## config.mk

```make
export PLATFORM = sky130hd
export DESIGN_NAME = dac_serial_front
export DESIGN_NICKNAME = d
export VERILOG_FILES = /design/src/rtl/dac_front_pkg.sv /design/src/rtl/sync_bank.sv /design/src/rtl/shift_core.sv /design/src/rtl/latch_stage.sv /design/src/rtl/dac_serial_front.sv
export SDC_FILE = /design/constraint.sdc
export NUM_CORES = 1
export LEC_CHECK = 0
export BUFFER_PORTS_ARGS = -buffer_cell sky130_fd_sc_hd__buf_2
export CORE_ASPECT_RATIO = 0.9
export CORE_MARGIN = 5
export CORE_UTILIZATION = 52
export CTS_CLUSTER_SIZE = 30
export DETAILED_ROUTE_END_ITERATION = 10
export PLACE_DENSITY = 0.74
export SLEW_MARGIN = 15
export SYNTH_ARGS = -nofsm -noshare
export SYNTH_HDL_FRONTEND = slang
export SYNTH_SLANG_ARGS = --single-unit
```

## constraint.sdc

```tcl
create_clock -name clk -period 1.3 [get_ports clk]
set_input_delay 0.39 -clock clk [delete_from_list [all_inputs] [get_ports clk]]
set_output_delay 0.39 -clock clk [all_outputs]
set_load 0.005 [all_outputs]
```

## src/rtl/dac_front_pkg.sv

```systemverilog
// Package: shared constants and types for the serial DAC front end.
// Assumes: all consumers are clocked in a single system clock domain.
package dac_front_pkg;

    typedef enum logic {
        CODE_BINARY = 1'b0,
        CODE_TWOS   = 1'b1
    } coding_e;

    // Index of each asynchronous input inside the synchroniser bank
    localparam int IX_FRAME = 0;
    localparam int IX_SCLK  = 1;
    localparam int IX_SDI   = 2;
    localparam int IX_CHAIN = 3;
    localparam int IX_LOAD  = 4;
    localparam int IX_CLR   = 5;
    localparam int IX_TWOS  = 6;
    localparam int N_ASYNC  = 7;

endpackage

```

## src/rtl/sync_bank.sv

```systemverilog
// Module: sync_bank
// Does:    brings N asynchronous bits into the clk domain through a chain
//          of STAGES flops per bit.
// Assumes: each bit is quasi-static relative to clk; no bus coherency.
module sync_bank #(
    parameter int          N       = 7,
    parameter int          STAGES  = 2,
    parameter logic [N-1:0] RST_VAL = '0
) (
    input  logic         clk,
    input  logic         rst_n,
    input  logic [N-1:0] d,
    output logic [N-1:0] q
);
    logic [N-1:0] stage_q [STAGES];

    genvar s;
    generate
        for (s = 0; s < STAGES; s++) begin : g_stage
            // Shift each bit one flop further along the chain
            always_ff @(posedge clk) begin
                if (!rst_n)
                    stage_q[s] <= RST_VAL;
                else if (s == 0)
                    stage_q[s] <= d;
                else
                    stage_q[s] <= stage_q[(s == 0) ? 0 : s - 1];
            end
        end
    endgenerate

    assign q = stage_q[STAGES-1];
endmodule

```

## src/rtl/shift_core.sv

```systemverilog
// Module: shift_core
// Does:    detects serial clock edges, shifts data MSB first on rising
//          edges inside a frame, counts bits and flags the frame end. It
//          also drives the chain output on falling edges.
// Assumes: inputs are already synchronised to clk.
module shift_core #(
    parameter int WORD_W = 16
) (
    input  logic              clk,
    input  logic              rst_n,
    input  logic              sck_s,
    input  logic              frm_n_s,
    input  logic              sdi_s,
    input  logic              chain_s,
    output logic [WORD_W-1:0] shreg,
    output logic              word_ok,
    output logic              frm_end,
    output logic              sdo
);
    localparam int CNT_W = $clog2(WORD_W + 1);

    logic             sck_d, frm_d;
    logic             sck_rise, sck_fall, frm_fall;
    logic [CNT_W-1:0] bit_cnt;

    // Remember previous sampled levels for edge detection
    always_ff @(posedge clk) begin
        if (!rst_n) begin
            sck_d <= 1'b0;
            frm_d <= 1'b1;
        end else begin
            sck_d <= sck_s;
            frm_d <= frm_n_s;
        end
    end

    assign sck_rise = sck_s & ~sck_d;
    assign sck_fall = ~sck_s & sck_d;
    assign frm_fall = ~frm_n_s & frm_d;
    assign frm_end  = frm_n_s & ~frm_d;

    // Shift data in on rising edges, only while the frame is active
    always_ff @(posedge clk) begin
        if (!rst_n)
            shreg <= '0;
        else if (!frm_n_s && sck_rise)
            shreg <= {shreg[WORD_W-2:0], sdi_s};
    end

    // Count bits in the current frame, saturating at the word width
    always_ff @(posedge clk) begin
        if (!rst_n)
            bit_cnt <= '0;
        else if (frm_fall)
            bit_cnt <= '0;
        else if (!frm_n_s && sck_rise && bit_cnt != CNT_W'(WORD_W))
            bit_cnt <= bit_cnt + 1'b1;
    end

    assign word_ok = (bit_cnt == CNT_W'(WORD_W));

    // Drive the chain output on falling edges, or hold it low when disabled
    always_ff @(posedge clk) begin
        if (!rst_n || !chain_s)
            sdo <= 1'b0;
        else if (sck_fall)
            sdo <= shreg[WORD_W-1];
    end
endmodule

```

## src/rtl/latch_stage.sv

```systemverilog
// Module: latch_stage
// Does:    keeps the input latch and the DAC latch. It applies the coding
//          conversion on transfer and forces the zero-volt code on clear.
// Assumes: strobes are synchronised, active low; clear wins over load.
module latch_stage
    import dac_front_pkg::*;
#(
    parameter int WORD_W = 16
) (
    input  logic              clk,
    input  logic              rst_n,
    input  logic              frm_end,
    input  logic              word_ok,
    input  logic [WORD_W-1:0] shreg,
    input  logic              load_n_s,
    input  logic              clr_n_s,
    input  coding_e           coding,
    output logic [WORD_W-1:0] in_word,
    output logic [WORD_W-1:0] dac_code
);
    localparam logic [WORD_W-1:0] SIGN_BIT = {1'b1, {(WORD_W-1){1'b0}}};

    logic [WORD_W-1:0] conv_word, zero_code;

    assign conv_word = (coding == CODE_TWOS) ? (in_word ^ SIGN_BIT) : in_word;
    assign zero_code = (coding == CODE_TWOS) ? SIGN_BIT : '0;

    // Capture a complete word at frame end
    always_ff @(posedge clk) begin
        if (!rst_n)
            in_word <= '0;
        else if (frm_end && word_ok)
            in_word <= shreg;
    end

    // Update the DAC latch: clear first, then level-transparent load
    always_ff @(posedge clk) begin
        if (!rst_n)
            dac_code <= '0;
        else if (!clr_n_s)
            dac_code <= zero_code;
        else if (!load_n_s)
            dac_code <= conv_word;
    end
endmodule

```

## src/rtl/dac_serial_front.sv

```systemverilog
// Module: dac_serial_front (top)
// Does:    serial word receiver for a 16-bit DAC with chain output, load
//          and clear strobes, and a binary or twos-complement coding choice.
// Assumes: serial clock half period spans several system clocks.
module dac_serial_front
    import dac_front_pkg::*;
#(
    parameter int WORD_W      = 16,
    parameter int SYNC_STAGES = 2
) (
    input  logic              clk,
    input  logic              rst_n,
    input  logic              frame_n,
    input  logic              sclk,
    input  logic              sdi,
    input  logic              chain_en,
    input  logic              load_n,
    input  logic              clr_n,
    input  logic              twos_sel,
    output logic              sdo,
    output logic [WORD_W-1:0] dac_code
);
    localparam logic [N_ASYNC-1:0] IDLE_LVL =
        N_ASYNC'((1 << IX_FRAME) | (1 << IX_LOAD) | (1 << IX_CLR));

    logic [N_ASYNC-1:0] raw_in, syn;
    logic [WORD_W-1:0]  shreg, in_word;
    logic               word_ok, frm_end;
    coding_e            coding;

    always_comb begin
        raw_in           = '0;
        raw_in[IX_FRAME] = frame_n;
        raw_in[IX_SCLK]  = sclk;
        raw_in[IX_SDI]   = sdi;
        raw_in[IX_CHAIN] = chain_en;
        raw_in[IX_LOAD]  = load_n;
        raw_in[IX_CLR]   = clr_n;
        raw_in[IX_TWOS]  = twos_sel;
    end

    assign coding = coding_e'(syn[IX_TWOS]);

    sync_bank #(.N(N_ASYNC), .STAGES(SYNC_STAGES), .RST_VAL(IDLE_LVL)) u_sync (
        .clk   (clk),
        .rst_n (rst_n),
        .d     (raw_in),
        .q     (syn)
    );

    shift_core #(.WORD_W(WORD_W)) u_shift (
        .clk     (clk),
        .rst_n   (rst_n),
        .sck_s   (syn[IX_SCLK]),
        .frm_n_s (syn[IX_FRAME]),
        .sdi_s   (syn[IX_SDI]),
        .chain_s (syn[IX_CHAIN]),
        .shreg   (shreg),
        .word_ok (word_ok),
        .frm_end (frm_end),
        .sdo     (sdo)
    );

    latch_stage #(.WORD_W(WORD_W)) u_latch (
        .clk      (clk),
        .rst_n    (rst_n),
        .frm_end  (frm_end),
        .word_ok  (word_ok),
        .shreg    (shreg),
        .load_n_s (syn[IX_LOAD]),
        .clr_n_s  (syn[IX_CLR]),
        .coding   (coding),
        .in_word  (in_word),
        .dac_code (dac_code)
    );
endmodule

```

======== After elaboration in Yosys (flattened, before gate mapping) ========
Memories as Yosys holds them, arrays and structs flattened.
Index checks and enable logic that the tools add are counted.
storage, ports and cells
  bits in writable memories ............... 14
  bits in registers ....................... 56
  memories ................................ 1
  word-level logic and storage cells ...... 40
memory list
  memory          words  width  rd ports  clocked after Yosys merged registers in  write ports  line             source
  u_sync.stage_q  2      7      2         0                                        2            sync_bank.sv:15  logic [N-1:0] stage_q [STAGES];
cells by class
  muxes and demuxes ....................... 8
  equal/unequal tests ..................... 3
  bitwise gates (word level) .............. 12
  reductions and logical operators ........ 8
  add/sub/neg operators ................... 1
operators by type and width
  cell                                                            number
  16-bit 2-to-1 mux                                               4
  7-bit 2-to-1 mux                                                2
  1-bit inverter                                                  6
  5-bit by 1-bit adder with 5-bit output (second input constant)  1
  5-bit == test (second input constant)                           1
  5-bit inequality test (second input constant)                   1
  1-bit bitwise AND                                               4
  1-bit logical AND                                               3
  1-bit logical NOT                                               3
  1-bit 2-to-1 mux                                                2
  2-bit inequality test (second input constant)                   1
  1-bit bitwise OR                                                2
  2-bit OR reduction                                              1
  1-bit logical OR                                                1

======== Depth between registers and ports, before layout ========
  depth after elaboration ................. 4
  mapped depth ............................ 7
  mapped depth without buffers ............ 5

======== By module ========
Synthesis repeated with hierarchy kept, for this count alone.
unflattened totals
  cell total of the unflattened synthesis .. 268
  area total of the unflattened synthesis .. 2,647.5 µm²
by module, submodules not included
  module       times used  cells an instance  area each (µm²)
  latch_stage  1           125                1,253.7
  shift_core   1           114                1,017.2
  sync_bank    1           29                 376.6

======== Least setup slack after synthesis ========
OpenSTA, ideal clock, no wires.
  path kind ............................... register -> register
  from .................................... reg u_shift.bit_cnt[0]
  to ...................................... reg u_latch.in_word[10]
  arrival time ............................ 1.331 ns
  buffers on the path ..................... 2
  stages on the path, launching flop included .. 8
  required time ........................... 1.182 ns
  library setup time ...................... 0.118 ns
  slack ................................... -0.149 ns
  path through ............................ dfxtp_1 -> inv_1 -> ha_1 -> and4bb_4 -> and3b_1 -> buf_6 -> buf_12 -> mux2i_1
on the way
  longest elaborated chain between the ends .. 2
RTL lines
  what                    line               source
  start, declared         shift_core.sv:24   logic [CNT_W-1:0] bit_cnt;
  start signal, assigned  shift_core.sv:57   bit_cnt <= bit_cnt + 1'b1;
  5-bit == test           shift_core.sv:60   assign word_ok = (bit_cnt == CNT_W'(WORD_W));
  1-bit logical AND       latch_stage.sv:32  else if (frm_end && word_ok)
  end signal, assigned    latch_stage.sv:33  in_word <= shreg;
  end, declared           latch_stage.sv:18  output logic [WORD_W-1:0] in_word,
No other way between the ends.
A chain may end at the register's enable or synchronous reset.

======== Final worst setup path ========
  from .................................... reg u_shift.bit_cnt[0]
  to ...................................... reg u_latch.in_word[12]
Same word-level chain as after synthesis.

==> impl_metrics.ini <==
[worst_setup_path]
max_stage_delay_ns = 0.33
reg2reg_slack_ns = -0.12
crit_arrival_ns = 1.69
crit_family = simple AND/OR/NAND/NOR gates
r2r-end = u_latch.in_word[12]
crit_slowest_cell = dfxtp_2
cp.required_ns = 1.57
crit_chain = inv_2 > ha_4 > and4bb_4 > and3b_2 > clkbuf_16 > mux2i_1
worstReg2RegStart = u_shift.bit_cnt[0]
worstSetupStartpoint = u_shift.bit_cnt[0]
cp_max_fo = 8
cp-end-kind = flip-flop
startpoint_type = flip-flop
crit_type = reg2reg
r2r_cells = 6
critPathBufInv = 2

[yosys]
synth_nets = 276
yosys_warnings = 0
synth_seq_area_share = 0.541
synth.avg_cell_area_sq_um = 9.77
ys_types = 29
syn-instance-count = 265
syn_area_sq_mm = 0.00259
ys_seq_elements = 70

[power_and_ir_drop]
power.total_mw = 4.15
cellLeakagePower_nw = 1.30
ir_drop_v = 0.000820
powerDensity_mw_per_mm2 = 1310

[flow_run]
max_cap_viol_count = 0

[sta]
hold_slack_ns = 0.230
rsz0062_at_grt = true
fin_crit_sh = 1.09
clock.fmax_ghz = 0.704
setup_viol = 19
max-slew-margin-rel = 0.774
setup_slack_ns = -0.120
fin_worst_skew_ns = 0.00580
fin_crit_ns = 1.42
worstMarginPinSlew_ns = 0.339
maxSlewViolCount = 0
hold_viol = 0

[place]
dp_slack_ns = -0.0786
routabilityCongestion = 0.678
placed_cells = 353
io_buffer_count = 25
dpl.hpwl_um = 3020

[routing]
drt_wl_total_um = 4630
wl_per_cell_um = 12.5
drc = 0
ant_nets = 0
drt-initial-drc-count = 49
vias = 1851
dr.pass1.iters = 4
vias_per_cell = 4.99

[hold_path]
hp-start = frame_n
hold_end = u_sync.stage_q[0][0]
hold-path-cell-count = 2
min_path_type = in2reg

[clock_network]
cts.clk_slew.worst_paths_ns = 0.07
cts.htree.levels = 3
cts_tree = yes
ctsHoldBuffers = 0
ctsLongestPathBuffers = 2
cts_buffers = 9
cts-root-buf = clkbuf_8
clk_latency_ns = 0.33
cts.sinks = 70

[finish]
drive_gt1_frac = 0.235
instances_no_fill = 371
diodes = 0
final_common_cell = dfxtp_1
utilization = 0.657
regArea_sq_mm = 0.00141
area_growth_pct = 22.8
multi_input_area_sq_mm = 0.00114
fill_cells = 385
final_cell_mix = dfxtp_1 (67), nand2_1 (66), mux2i_1 (34)
fin_nets = 313

[global_route]
grt_pass1_vias = 1713
grt_max_degree = 45
grt-ovfl-total = 0
antenna_found_initial = 0
groute.usage.overall = 0.145
grt_pass1_wl_um = 7560

[status]
violations = negative setup slack
status = finished, violations left

[die]
coreArea_sq_mm = 0.00483
die_w_um = 84.4
die_h_um = 76.9
rows = 24
ios = 26
dieArea_sq_mm = 0.00649
start_util = 0.535
==> timing repair <==
| action | CTS | global route |
|---|---|---|
| setup endpoints to repair | 25 | 27 |
| endpoints found under the hold margin | 0 | 0 |
| gates resized for setup | 1 | 10 |
| gates cloned | 0 | 1 |
| pin swaps | 0 | 3 |
| buffers inserted | 0 | 2 |
==> Yosys cell counts <==
master,number,area [sq um]
dfxtp_1,70,1400
nand2_1,66,248
mux2i_1,34,340
nor2_1,17,63.8
a21boi_1,10,75.1
and2_1,9,56.3
clkbuf_1,8,30.0
nand2b_1,8,50.1
a21boi_0,7,52.6
buf_2,6,30.0
nand3_1,5,25.0
ha_1,2,25.0
inv_1,2,7.51
nand3b_1,2,15.0
nand4_1,2,12.5
o2111ai_1,2,17.5
o21ai_0,2,10.0
o31ai_1,2,15.0
a22oi_1,1,7.51
and3b_1,1,8.76
and4bb_4,1,16.3
buf_1,1,3.75
buf_12,1,20.0
buf_6,1,11.3
nor2b_1,1,6.26
nor3b_2,1,12.5
nor4b_1,1,8.76
o211a_1,1,10.0
or3b_1,1,8.76
==> worst register-to-register path: stages, from the launching register on <==
cell and delay [ns]:
dfxtp_2 0.33, inv_2 0.07, ha_4 0.11, and4bb_4 0.23, and3b_2 0.26, clkbuf_16 0.18
mux2i_1 0.18
==> cells by family (layout without fill, tap and decap cells) <==
kind of cell	count (synthesis)	after routing	synth area share
AOI/OAI and AO/OA	25	25	0.0725
adders and majority gates	2	2	0.00966
buffers and inverters	19	60	0.0396
DFF	70	70	0.541
muxes	34	34	0.131
and+or+nand+nor	115	115	0.205
==> worst max-delay path by stage <==
stage	endpoint	cells after the start
after floorplan	u_latch.in_word[10]	7
after global placement	u_latch.in_word[7]	6
after detailed placement	u_latch.in_word[9]	6
after CTS	u_latch.in_word[5]	6
after global routing	u_latch.in_word[0]	6
final	u_latch.in_word[12]	6
==> layout make-up <==
| class | instances | share of cell area |
|---|---|---|
| Inverter | 2 | 0.00236 |
| Clock inverter | 6 | 0.0276 |
| Clock buffer | 9 | 0.0390 |
| Sequential cell | 70 | 0.442 |
| Timing Repair Buffer | 43 | 0.106 |
| Tap cell | 65 | 0.0256 |
| Multi-Input combinational cell | 176 | 0.358 |
==> layer usage <==
| metal | GRT usage | routed length [um] | vias to the layer above | part of all wire |
|---|---|---|---|---|
| li1 | - | - | 950 | - |
| met1 | 0.182 | 2210 | 860 | 0.48 |
| met2 | 0.225 | 2140 | 34 | 0.46 |
| met3 | 0.0547 | 210 | 7 | 0.045 |
| met4 | 0.0617 | 67 | 0 | 0.014 |
| met5 | 0 | 0 | - | 0 |
==> metrics by stage <==
| step | TNS (ns) | area (sq um) |
|---|---|---|
| floorplan | -1.12 | 2600 |
| global placement | -0.483 | 2880 |
| detailed placement | -1.06 | 2880 |
| CTS | -1.31 | 3090 |
| global route | -2.66 | 3180 |
| finish | -1.69 | 3180 |
==> registers in the layout, indices dropped and copies added (netlist names) <==
register and cells:
u_latch.dac_code 16, u_shift.bit_cnt 5, u_shift.sck_d 1, u_shift.shreg 16, u_sync.stage_q 14, u_shift.frm_d 1, u_latch.in_word 16, u_shift.sdo 1
==> where the power goes <==
part	switching, mW	internal (mW)	leakage, nW
Combinational	0.0718	0.0673	0.634
Clock	0.773	1.06	0.0973
Sequential	0.00941	2.17	0.568
Total	0.854	3.30	1.30
(Power assumes the default switching activity.)
